### config.mk
export PLATFORM = sky130hd
export DESIGN_NAME = irpd_decoder
export DESIGN_NICKNAME = d
export VERILOG_FILES = /design/src/rtl/irpd_pkg.sv /design/src/rtl/irpd_edge.sv /design/src/rtl/irpd_window.sv /design/src/rtl/irpd_classify.sv /design/src/rtl/irpd_frame.sv /design/src/rtl/irpd_decoder.sv
export SDC_FILE = /design/constraint.sdc
export NUM_CORES = 1
export LEC_CHECK = 0
export CAP_MARGIN = 20
export CORE_MARGIN = 2
export CORE_UTILIZATION = 31
export CTS_CLUSTER_DIAMETER = 30
export CTS_CLUSTER_SIZE = 10
export DETAILED_ROUTE_END_ITERATION = 16
export HOLD_SLACK_MARGIN = 0.06
export SKIP_CTS_REPAIR_TIMING = 1
export SYNTH_ARGS = -nofsm -noshare
export SYNTH_HDL_FRONTEND = slang
export SYNTH_SLANG_ARGS = --single-unit
export TNS_END_PERCENT = 1
### constraint.sdc
create_clock -name clk -period 5.5 [get_ports clk]
set_input_delay 1.1 -clock clk [delete_from_list [all_inputs] [get_ports clk]]
set_output_delay 1.1 -clock clk [all_outputs]
set_load 0.05 [all_outputs]
### src/rtl/irpd_pkg.sv
package irpd_pkg;

  typedef enum logic [2:0] {
    ST_IDLE   = 3'd0,
    ST_ADDR   = 3'd1,
    ST_ADDR_N = 3'd2,
    ST_CMD    = 3'd3,
    ST_CMD_N  = 3'd4,
    ST_STOP   = 3'd5
  } frame_state_e;

  // symbol slots in the classifier hit vector
  localparam int NUM_SYM  = 4;
  localparam int IDX_LEAD = 0;
  localparam int IDX_REP  = 1;
  localparam int IDX_ZERO = 2;
  localparam int IDX_ONE  = 3;

endpackage

### src/rtl/irpd_edge.sv
// Active-edge detector and saturating gap counter.
module irpd_edge #(
  parameter int unsigned CNT_W      = 16,
  parameter bit          ACTIVE_LOW = 1'b1
) (
  input  logic             clk,
  input  logic             rst,
  input  logic             ir_in,
  output logic             act_edge,
  output logic [CNT_W-1:0] gap
);

  localparam logic             ACT_LVL = ACTIVE_LOW ? 1'b0 : 1'b1;
  localparam logic [CNT_W-1:0] GAP_MAX = '1;

  logic ir_q;

  assign act_edge = (ir_in == ACT_LVL) && (ir_q != ACT_LVL);

  always_ff @(posedge clk) begin
    if (rst) begin
      ir_q <= ~ACT_LVL;
      gap  <= '0;
    end else begin
      ir_q <= ir_in;
      if (act_edge)
        gap <= '0;
      else if (gap != GAP_MAX)
        gap <= gap + 1'b1;
    end
  end

endmodule

### src/rtl/irpd_window.sv
// Inclusive tolerance window around one nominal gap value.
module irpd_window #(
  parameter int unsigned W   = 16,
  parameter int unsigned NOM = 100,
  parameter int unsigned TOL = 4
) (
  input  logic [W-1:0] len,
  output logic         hit
);

  localparam int unsigned LO = (NOM > TOL) ? NOM - TOL : 0;
  localparam int unsigned HI = NOM + TOL;

  logic [31:0] len_x;

  assign len_x = 32'(len);
  assign hit   = (len_x >= LO) && (len_x <= HI);

endmodule

### src/rtl/irpd_classify.sv
// One window per symbol, built by a generate loop.
module irpd_classify
  import irpd_pkg::*;
#(
  parameter int unsigned CNT_W  = 16,
  parameter int unsigned LEAD_T = 1349,
  parameter int unsigned REP_T  = 1124,
  parameter int unsigned ZERO_T = 111,
  parameter int unsigned ONE_T  = 224,
  parameter int unsigned TOL    = 10
) (
  input  logic [CNT_W-1:0]   len,
  output logic [NUM_SYM-1:0] hit
);

  for (genvar g = 0; g < NUM_SYM; g++) begin : g_win
    localparam int unsigned NOM = (g == IDX_LEAD) ? LEAD_T :
                                  (g == IDX_REP)  ? REP_T  :
                                  (g == IDX_ZERO) ? ZERO_T : ONE_T;
    irpd_window #(
      .W  (CNT_W),
      .NOM(NOM),
      .TOL(TOL)
    ) u_win (
      .len(len),
      .hit(hit[g])
    );
  end

endmodule

### src/rtl/irpd_frame.sv
// Frame sequencer: shifting, pair checks and result registers.
module irpd_frame
  import irpd_pkg::*;
#(
  parameter int unsigned BYTE_W   = 8,
  parameter int unsigned PAIR_W   = 2 * BYTE_W,
  parameter int unsigned CNT_BITS = $clog2(PAIR_W + 1)
) (
  input  logic                clk,
  input  logic                rst,
  input  logic                act_edge,
  input  logic [NUM_SYM-1:0]  hit,
  output logic                frame_valid,
  output logic [BYTE_W-1:0]   addr_out,
  output logic [BYTE_W-1:0]   cmd_out,
  output logic                repeat_pulse,
  output logic                err_pulse,
  output logic [PAIR_W-1:0]   err_word,
  output frame_state_e        state,
  output logic [CNT_BITS-1:0] bit_cnt
);

  logic [PAIR_W-1:0]   shreg;
  logic [BYTE_W-1:0]   addr_hold;
  logic                is_bit;
  logic [PAIR_W-1:0]   sh_next;
  logic [CNT_BITS-1:0] cnt_next;
  logic                pair_ok;

  assign is_bit   = hit[IDX_ZERO] | hit[IDX_ONE];
  assign sh_next  = {shreg[PAIR_W-2:0], hit[IDX_ONE]};
  assign cnt_next = bit_cnt + 1'b1;
  assign pair_ok  = (sh_next[PAIR_W-1:BYTE_W] & sh_next[BYTE_W-1:0]) == '0;

  always_ff @(posedge clk) begin
    if (rst) begin
      state        <= ST_IDLE;
      shreg        <= '0;
      bit_cnt      <= '0;
      addr_hold    <= '0;
      frame_valid  <= 1'b0;
      repeat_pulse <= 1'b0;
      err_pulse    <= 1'b0;
      addr_out     <= '0;
      cmd_out      <= '0;
      err_word     <= '0;
    end else begin
      frame_valid  <= 1'b0;
      repeat_pulse <= 1'b0;
      err_pulse    <= 1'b0;
      if (act_edge) begin
        unique case (state)
          ST_IDLE: begin
            if (hit[IDX_LEAD]) begin
              shreg   <= '0;
              bit_cnt <= '0;
              state   <= ST_ADDR;
            end else if (hit[IDX_REP]) begin
              repeat_pulse <= 1'b1;
              shreg        <= '0;
              bit_cnt      <= '0;
            end
          end
          ST_ADDR, ST_CMD: begin
            if (is_bit) begin
              shreg   <= sh_next;
              bit_cnt <= cnt_next;
              if (cnt_next == CNT_BITS'(BYTE_W))
                state <= (state == ST_ADDR) ? ST_ADDR_N : ST_CMD_N;
            end
          end
          ST_ADDR_N, ST_CMD_N: begin
            if (is_bit) begin
              if (cnt_next == CNT_BITS'(PAIR_W)) begin
                shreg   <= '0;
                bit_cnt <= '0;
                if (!pair_ok) begin
                  err_pulse <= 1'b1;
                  err_word  <= sh_next;
                  state     <= ST_IDLE;
                end else if (state == ST_ADDR_N) begin
                  addr_hold <= sh_next[PAIR_W-1:BYTE_W];
                  state     <= ST_CMD;
                end else begin
                  addr_out    <= addr_hold;
                  cmd_out     <= sh_next[PAIR_W-1:BYTE_W];
                  frame_valid <= 1'b1;
                  state       <= ST_STOP;
                end
              end else begin
                shreg   <= sh_next;
                bit_cnt <= cnt_next;
              end
            end
          end
          ST_STOP: state <= ST_IDLE;
          default: state <= ST_IDLE;
        endcase
      end
    end
  end

endmodule

### src/rtl/irpd_decoder.sv
// Top: edge timing, symbol classification, frame sequencing.
module irpd_decoder
  import irpd_pkg::*;
#(
  parameter int unsigned CNT_W      = 16,
  parameter bit          ACTIVE_LOW = 1'b1,
  parameter int unsigned LEAD_T     = 1349,
  parameter int unsigned REP_T      = 1124,
  parameter int unsigned ZERO_T     = 111,
  parameter int unsigned ONE_T      = 224,
  parameter int unsigned TOL        = 10,
  parameter int unsigned BYTE_W     = 8,
  localparam int unsigned PAIR_W    = 2 * BYTE_W,
  localparam int unsigned CNT_BITS  = $clog2(PAIR_W + 1)
) (
  input  logic              clk,
  input  logic              rst,
  input  logic              ir_in,
  output logic              frame_valid,
  output logic [BYTE_W-1:0] addr_out,
  output logic [BYTE_W-1:0] cmd_out,
  output logic              repeat_pulse,
  output logic              err_pulse,
  output logic [PAIR_W-1:0] err_word
);

  logic                act_edge;
  logic [CNT_W-1:0]    gap;
  logic [NUM_SYM-1:0]  hit;
  frame_state_e        state;
  logic [CNT_BITS-1:0] bit_cnt;

  irpd_edge #(
    .CNT_W     (CNT_W),
    .ACTIVE_LOW(ACTIVE_LOW)
  ) u_edge (
    .clk     (clk),
    .rst     (rst),
    .ir_in   (ir_in),
    .act_edge(act_edge),
    .gap     (gap)
  );

  irpd_classify #(
    .CNT_W (CNT_W),
    .LEAD_T(LEAD_T),
    .REP_T (REP_T),
    .ZERO_T(ZERO_T),
    .ONE_T (ONE_T),
    .TOL   (TOL)
  ) u_cls (
    .len(gap),
    .hit(hit)
  );

  irpd_frame #(
    .BYTE_W(BYTE_W)
  ) u_frame (
    .clk         (clk),
    .rst         (rst),
    .act_edge    (act_edge),
    .hit         (hit),
    .frame_valid (frame_valid),
    .addr_out    (addr_out),
    .cmd_out     (cmd_out),
    .repeat_pulse(repeat_pulse),
    .err_pulse   (err_pulse),
    .err_word    (err_word),
    .state       (state),
    .bit_cnt     (bit_cnt)
  );

endmodule

======== Yosys cells after proc, flatten, opt, wreduce, memory -nomap -nowiden ========
Cells that the tools add are included.
operators by class
  mux-type cells .......................... 24
  magnitude comparators ................... 8
  equal/unequal tests ..................... 13
  reduce and logical (&&, ||, !) cells .... 19
  add/sub/neg operators ................... 2
  bitwise logic cells ..................... 10
operators by type and width
  cell                                                               count
  two-way mux 15 bit                                                 5
  one-hot mux 15 bit (3 select lines)                                1
  >= comparator 16 x 11 -> 1 bit (second input constant)             2
  less-or-equal comparator 16 x 11 -> 1 bit (second input constant)  2
  two-way mux 5 bit                                                  5
  two-way mux 3 bit                                                  8
  AND reduction 6 bit                                                3
  adder 16 x 1 -> 16 bit (second input constant)                     1
  >= comparator 16 x 7 -> 1 bit (second input constant)              1
  >= comparator 16 x 8 -> 1 bit (second input constant)              1
  less-or-equal comparator 16 x 7 -> 1 bit (second input constant)   1
  less-or-equal comparator 16 x 8 -> 1 bit (second input constant)   1
  inequality test 16 bit (second input constant)                     1
  one-hot mux 5 bit (3 select lines)                                 1
  AND reduction 5 bit                                                2
  one-hot mux 3 bit (3 select lines)                                 1
  bitwise AND 8 bit                                                  1
  logical NOT 8 bit                                                  1
  inequality test 2 x 1 -> 1 bit (second input constant)             4
  NOT 1 bit                                                          8
  == test 3 x 2 -> 1 bit (second input constant)                     2
  OR reduction 2 bit                                                 3
  OR reduction 6 bit                                                 1
  adder 5 x 1 -> 5 bit (second input constant)                       1
  13 further kinds                                                   19
storage, ports and cells
  output and inout bits ................... 35
  input port bits ......................... 3
  register bits after elaboration ......... 83

======== Logic depth before layout (Yosys ltp) ========
Gate-level depths: netlist of run 1.
  depth after elaboration ................. 8
  mapped depth ............................ 10

======== By module ========
From an unflattened synthesis of run 1, not the netlist that was laid out.
unflattened totals
  cell total of the unflattened synthesis .. 492
  area total of the unflattened synthesis .. 4171.5 um^2
modules (own cells, without submodules)
  module                               seq. area each (um^2)  instances  cells an instance  area each (um^2)
  irpd_frame                           1321.3                 1          347                2969.1
  irpd_edge                            340.3                  1          102                874.6
  irpd_window at u_cls.g_win[1].u_win  0.0                    1          12                 105.1
  irpd_window at u_cls.g_win[0].u_win  0.0                    1          13                 100.1
  irpd_window at u_cls.g_win[3].u_win  0.0                    1          10                 65.1
  irpd_window at u_cls.g_win[2].u_win  0.0                    1          8                  57.6

======== Worst setup path before layout of run 1 ========
OpenSTA, ideal clock, no wires.
  path type ............................... reg-to-reg
  start ................................... reg u_edge.gap[1]
  end ..................................... reg u_frame.addr_out[6]
  path buffers ............................ 1
  slack ................................... 2.815 ns
  cell stages (with the launch flop) ...... 9
  data arrival time ....................... 2.557 ns
  library setup time ...................... 0.128 ns
  data required time ...................... 5.372 ns
  period minus slack after synthesis ...... 2.685 ns
  cell sequence ........................... dfxtp_1 -> ha_1 -> nor2b_4 -> o211a_1 -> or4_4 -> a2111oi_4 -> buf_8 -> mux2i_1 -> nor2_1
on the way
  word-level cells in the longest chain between the ends .. 5
  elaborated cells between the ends (all ways) .. 10
  those cells by class .................... order compare (4); bitwise (2); reduce/logical (4)
ends and longest elaborated chain
  item                                                                                              line               source
  start, declared                                                                                   irpd_edge.sv:10    output logic [CNT_W-1:0] gap
  start signal, assigned                                                                            irpd_edge.sv:29    gap <= gap + 1'b1;
  >= comparator 16 x 8 -> 1 bit / less-or-equal comparator 16 x 8 -> 1 bit (equally long branches)  irpd_window.sv:17  assign hit = (len_x >= LO) && (len_x <= HI);
  logical AND 1 bit                                                                                 irpd_window.sv:17
  bitwise AND 8 bit                                                                                 irpd_frame.sv:33   assign pair_ok = (sh_next[PAIR_W-1:BYTE_W] & sh_next[BYTE_W-1:0]) == '0;
  logical NOT 8 bit                                                                                 irpd_frame.sv:33
  AND reduction 6 bit (no source line) (*)                                                          -
  end signal, assigned                                                                              irpd_frame.sv:85   addr_out <= addr_hold;
  end, declared                                                                                     irpd_frame.sv:14   output logic [BYTE_W-1:0] addr_out,
Mark *: on every way between the ends. The rest lies on a longest branch, timed or not.
A chain may end at the register's enable or synchronous reset.

======== Worst setup path after layout of run 1 ========
  start ................................... reg u_edge.gap[1]
  end ..................................... reg u_frame.shreg[11]
on the way
  word-level cells in the longest chain between the ends .. 5
  elaborated cells between the ends (all ways) .. 19
  those cells by class .................... order compare (8); eq/ne (3); mux (2); bitwise (1); reduce/logical (5)
ends and longest elaborated chain
  item                                                   line               source
  >= comparator 16 x 7 -> 1 bit (tied with other cells)  irpd_window.sv:17
  logical AND 1 bit                                      irpd_window.sv:17
  OR 1 bit                                               irpd_frame.sv:30   assign is_bit = hit[IDX_ZERO] | hit[IDX_ONE];
  inequality test 2 x 1 -> 1 bit (no source line)        -
  AND reduction 5 bit (no source line)                   -
  end signal, assigned                                   irpd_frame.sv:66   shreg <= sh_next;
  end signal, assigned                                   irpd_frame.sv:91   shreg <= sh_next;
  end, declared                                          irpd_frame.sv:23   logic [PAIR_W-1:0] shreg;
Parallel ways exist; a longest one is shown, timed or not.

==> results_dict.tcl, run 1 <==
set metrics [dict create \
    drt_wl_total_um 9500 \
    slew_headroom 0.451 \
    htreeDepth 3 \
    viasPerCell 4.99 \
    ys_types 59 \
    min_path_type "register to register" \
    portBuffers 37 \
    grt_pass1_wl_um 15800 \
    vias 3246 \
    clk_latency_ns 0.34 \
    wl_per_cell_um 14.6 \
    max_stage_delay_ns 0.66 \
    fin_nets 484 \
    route.detailed.drc 0 \
    worstPathArrival_ns 3.39 \
    core_area_um2 12700 \
    hold_viol 0 \
    initial_core_util 0.320 \
    period_share 0.568 \
    yosys_warnings 0 \
    cts_tree "yes" \
    die_w_um 118 \
    period_needed_ns 3.12 \
    required_ns 5.76 \
    die-area_um2 14000 \
    path_buf_inv 1 \
    fmax_mhz 320 \
    first_global_vias 3156 \
    ys_seq_area_frac 0.410 \
    clockBufferDepth 2 \
    fin_setup_tns_ns 0 \
    syn2layout_area_growth_pct 19.7 \
    io_pins 38 \
    slew_viol_final 0 \
    nFillCells 1284 \
    tightest_slew_ns 0.817 \
    layout_commonest_cell "dfxtp_1" \
    vdd_ir_drop_max_uv 131 \
    path_clk_slew_ns 0.06 \
    cp_max_fo 17 \
    worstPathCellList "inv_1, ha_1, nand2b_1, a211oi_1, nor3_2, nor3_1, or2_2, mux2i_1" \
    leakage_nw 1.64 \
    clockRootBuffer "clkbuf_16" \
    ys_async_sr_fraction 0 \
    r2r_slack_ns 2.38 \
    core.rowCount 41 \
    hpwl_um 6430 \
    synth-seq-cells 83 \
    synth_nets 456 \
    muxShareOfSynthArea 0.144 \
    antenna_cells 0 \
    mostFrequentLayoutCells "dfxtp_1 (83), mux2i_1 (57), nor2_1 (53)" \
    synth_top_family_by_area "simple AND/OR/NAND/NOR gates" \
    synth-simple-area-share 0.249 \
    drv_cap 0 \
    power_mw 1.29 \
    drt_iter0_markers 135 \
    power_density_nw_per_um2 265 \
    finClkSkew_ns 0.00787 \
    grt_start_max_net_pins 43 \
    start_kind "register" \
    synth-xor-area-share 0.0238 \
    rsz0062_at_grt "false" \
    crit_family "simple AND/OR/NAND/NOR gates" \
    syn_area_um2 4050 \
    status "complete, no violations" \
    synthAdderAreaFrac 0.0185 \
    place_congestion 0.876 \
    setup_violations 0 \
    synth_compound_area_frac 0.118 \
    clkSinkCount 83 \
    first_pass_iters 5 \
    drive_gt1_frac 0.0752 \
    final_antenna_net_count 0 \
    synth_area_per_cell_um2 9.07 \
    slowest_stage "nor3_1" \
    cts_made_buffers 9 \
    track_usage 0.139 \
    grt-ovfl-total 0 \
    cp-end-kind "register" \
    crit_type "register to register" \
    synth_edf_count 0 \
    synthFlopType "dfxtp_1" \
    synthCells 447 \
    grt_antenna_before_repair 0 \
    dieHeight_um 118 \
]
## synth_stat cells (7+ instances only)
cell type  number  share of area
dfxtp_1        83           0.41
mux2i_1        57           0.14
nor2_1         53          0.049
nand2_1        50          0.046
nand2b_1       20          0.031
clkbuf_1       15          0.014
a21oi_1        12          0.015
nor3_1         11          0.014
o21ai_0        10          0.012
nand3_1         9          0.011
or3_1           7          0.011
xnor2_1         7          0.015
## through the flow
step	std cells	setup slack, ns	utilization	hold WS [ns]	cell area [um2]
finish	651	2.38	0.383	0.458	4850
detailed placement	635	1.94	0.358	0.449	4540
global placement	635	2.01	0.358	0.443	4540
CTS	650	2.29	0.382	0.461	4840
floorplan	447	2.82	-	0.460	4050
global route	651	2.10	0.383	0.484	4850
## sequential cells by signal (all words and copies together), names as in the netlist, 3 cells and up
name               cells
u_frame.addr_hold      8
u_frame.bit_cnt        5
u_frame.addr_out       8
u_frame.shreg         15
u_frame.err_word      16
u_edge.gap            16
u_frame.state          3
u_frame.cmd_out        8
## metal layers
metal	part of all wire	vias to the layer above	GRT usage	routed length, um
met5	0	-	0	0
met4	0.013	0	0.0407	120
met3	0.039	11	0.0434	375
met2	0.47	61	0.228	4500
met1	0.47	1532	0.175	4500
li1	-	1642	-	-
## cells by family after synthesis
family,Yosys count
AND/OR/NAND/NOR,196
flip-flops,83
AO/OA/AOI/OAI,62
multiplexers,58
buffers and inverters,31
XOR/XNOR,11
adder cells (fa/ha/maj),6
## final cells by class
cell class	count	area (um2)	share of cell area
clock buffer	10	239	0.0493
sequential	83	1660	0.342
multi-input combinational	333	2240	0.461
clock inverter	5	60.1	0.0124
tap	172	215	0.0444
inverter	6	22.5	0.00464
timing repair buffer	42	415	0.0856
## worst reg2reg max path, delay by kind of cell, from the launching register on
| family | cells | cell delay (ns) |
|---|---|---|
| AND/OR/NAND/NOR | 4 | 1.55 |
| flip-flops | 1 | 0.51 |
| AO/OA/AOI/OAI | 1 | 0.36 |
| multiplexers | 1 | 0.27 |
| adder cells (fa/ha/maj) | 1 | 0.22 |
| buffers and inverters | 1 | 0.14 |
## final timing paths
path                                           from                  end  cells after the start
worst max-delay path                  u_edge.gap[1]    u_frame.shreg[11]                      8
worst min-delay path            u_frame.err_word[3]  u_frame.err_word[3]                      2
worst max register to register        u_edge.gap[1]    u_frame.shreg[11]                      8
worst min register to register  u_frame.err_word[3]  u_frame.err_word[3]                      2
## power by group
group,switching (mW),internal (mW)
Combinational,0.0451,0.0212
Sequential,0.00603,0.604
Clock,0.246,0.364
Total,0.297,0.989
(Power assumes the default switching activity.)
==> run 2, diff against run 1 <==
Clock period 5.5 ns to 3.1 ns, I/O delays scaled along.
==> results_dict.tcl, run 2 (synthesis results as in run 1) <==
set metrics [dict create \
    status "complete, no violations" \
    drv_cap 0 \
    tightest_slew_ns 0.736 \
    cts_made_buffers 9 \
    r2r-end "u_frame.addr_out[0]" \
    crit_type "register to register" \
    clkSinkCount 83 \
    min_path_type "register to register" \
    initial_core_util 0.320 \
    drive_gt1_frac 0.0825 \
    min-delay-start "u_frame.err_word[2]" \
    vdd_ir_drop_max_uv 339 \
    fmax_mhz 376 \
    grt_start_max_net_pins 35 \
    nFillCells 1309 \
    io_pins 38 \
    clockBufferDepth 2 \
    layout_commonest_cell "dfxtp_1" \
    dieHeight_um 118 \
    whs_endpoint "u_frame.err_word[2]" \
    largestRegisters "u_edge.gap x16, u_frame.err_word x16, u_frame.shreg x15" \
    vias 3388 \
    rsz0062_at_grt "false" \
    period_needed_ns 2.66 \
    first_pass_iters 5 \
    viasPerCell 5.16 \
    place_ws_ns 0.348 \
    period_share 0.859 \
    mostFrequentLayoutCells "dfxtp_1 (83), mux2i_1 (57), nor2_1 (53)" \
    route.detailed.drc 0 \
    first_global_vias 3228 \
    grt_pass1_wl_um 16000 \
    power_density_nw_per_um2 448 \
    grt-ovfl-total 0 \
    core.rowCount 41 \
    die-area_um2 14000 \
    hold_depth 2 \
    leakage_nw 1.64 \
    syn2layout_area_growth_pct 19.7 \
    slew_viol_final 0 \
    place_congestion 0.795 \
    die_w_um 118 \
    fin_ws_ns 0.437 \
    track_usage 0.141 \
    antenna_cells 0 \
    instances_no_fill 657 \
    dp.cells 642 \
    finClkSkew_ns 0.00934 \
    clockRootBuffer "clkbuf_16" \
    crit_path_start "u_edge.gap[1]" \
    fin_nets 490 \
    hold_viol 0 \
    core_area_um2 12700 \
    start_kind "register" \
    cp_max_fo 16 \
    routed-wl-met2_um 4510 \
    clk_latency_ns 0.34 \
    setup_violations 0 \
    utilization 0.383 \
    grt_antenna_before_repair 0 \
    drt_wl_total_um 9530 \
    portBuffers 37 \
    wl_per_cell_um 14.5 \
    power_mw 2.17 \
    slew_headroom 0.497 \
    regToRegStartpoint "u_edge.gap[1]" \
    htreeDepth 3 \
    rr_worst_depth 8 \
    fin_setup_tns_ns 0 \
    final_antenna_net_count 0 \
    met3_wirelength_um 518 \
    path_clk_slew_ns 0.06 \
    hpwl_um 6700 \
    highest_layer "met4" \
    wl_met1_um 4360 \
    worstPathArrival_ns 2.88 \
    r2r_slack_ns 0.44 \
    drt_iter0_markers 169 \
    cp-end-kind "register" \
    cts_tree "yes" \
    required_ns 3.32 \
]
==> run 2: cell type report <==
cell class | count | area (um2) | area share
Tap cell | 172 | 215 | 0.0444
Multi-Input combinational cell | 333 | 2240 | 0.461
Inverter | 6 | 22.5 | 0.00464
Clock inverter | 4 | 28.8 | 0.00593
Clock buffer | 11 | 233 | 0.0480
Sequential cell | 83 | 1660 | 0.342
Timing Repair Buffer | 48 | 453 | 0.0933
==> run 2: per-stage QoR <==
stage                     hold WS, ns  instance area [um2]
after detailed placement        0.446                 4590
after CTS                       0.462                 4850
after global placement          0.448                 4590
final                           0.457                 4850
after floorplan                 0.460                 4050
after global routing            0.488                 4850
==> run 2: layer usage <==
metal | up-vias | GRT usage
li1 | 1657 | -
met1 | 1606 | 0.183
met2 | 112 | 0.225
met3 | 13 | 0.0396
met4 | 0 | 0.0489
met5 | - | 0
==> run 2: how the worst max path moves through the flow <==
stage	endpoint	slack, ns
global route	u_frame.bit_cnt[0]	0.24
detailed placement	u_frame.cmd_out[5]	0.35
finish	u_frame.addr_out[0]	0.44
floorplan	u_frame.addr_out[6]	0.42
CTS	u_frame.cmd_out[5]	0.43
global placement	u_frame.cmd_out[5]	0.36
==> run 2: critical path: stages, from the launching register on <==
cell and delay (ns):
dfxtp_1 0.49, ha_1 0.26, nor2b_4 0.04, o211a_1 0.21, or4_4 0.56, a2111oi_4 0.35, buf_4 0.33, mux2i_1 0.23
nor2_1 0.05
==> run 2: power by group <==
part / total [mW] / leakage, nW / switching [mW] / internal, mW
combinational: 0.123 / 0.854 / 0.0811 / 0.0421
sequential: 1.08 / 0.669 / 0.0102 / 1.07
clock: 0.968 / 0.122 / 0.429 / 0.538
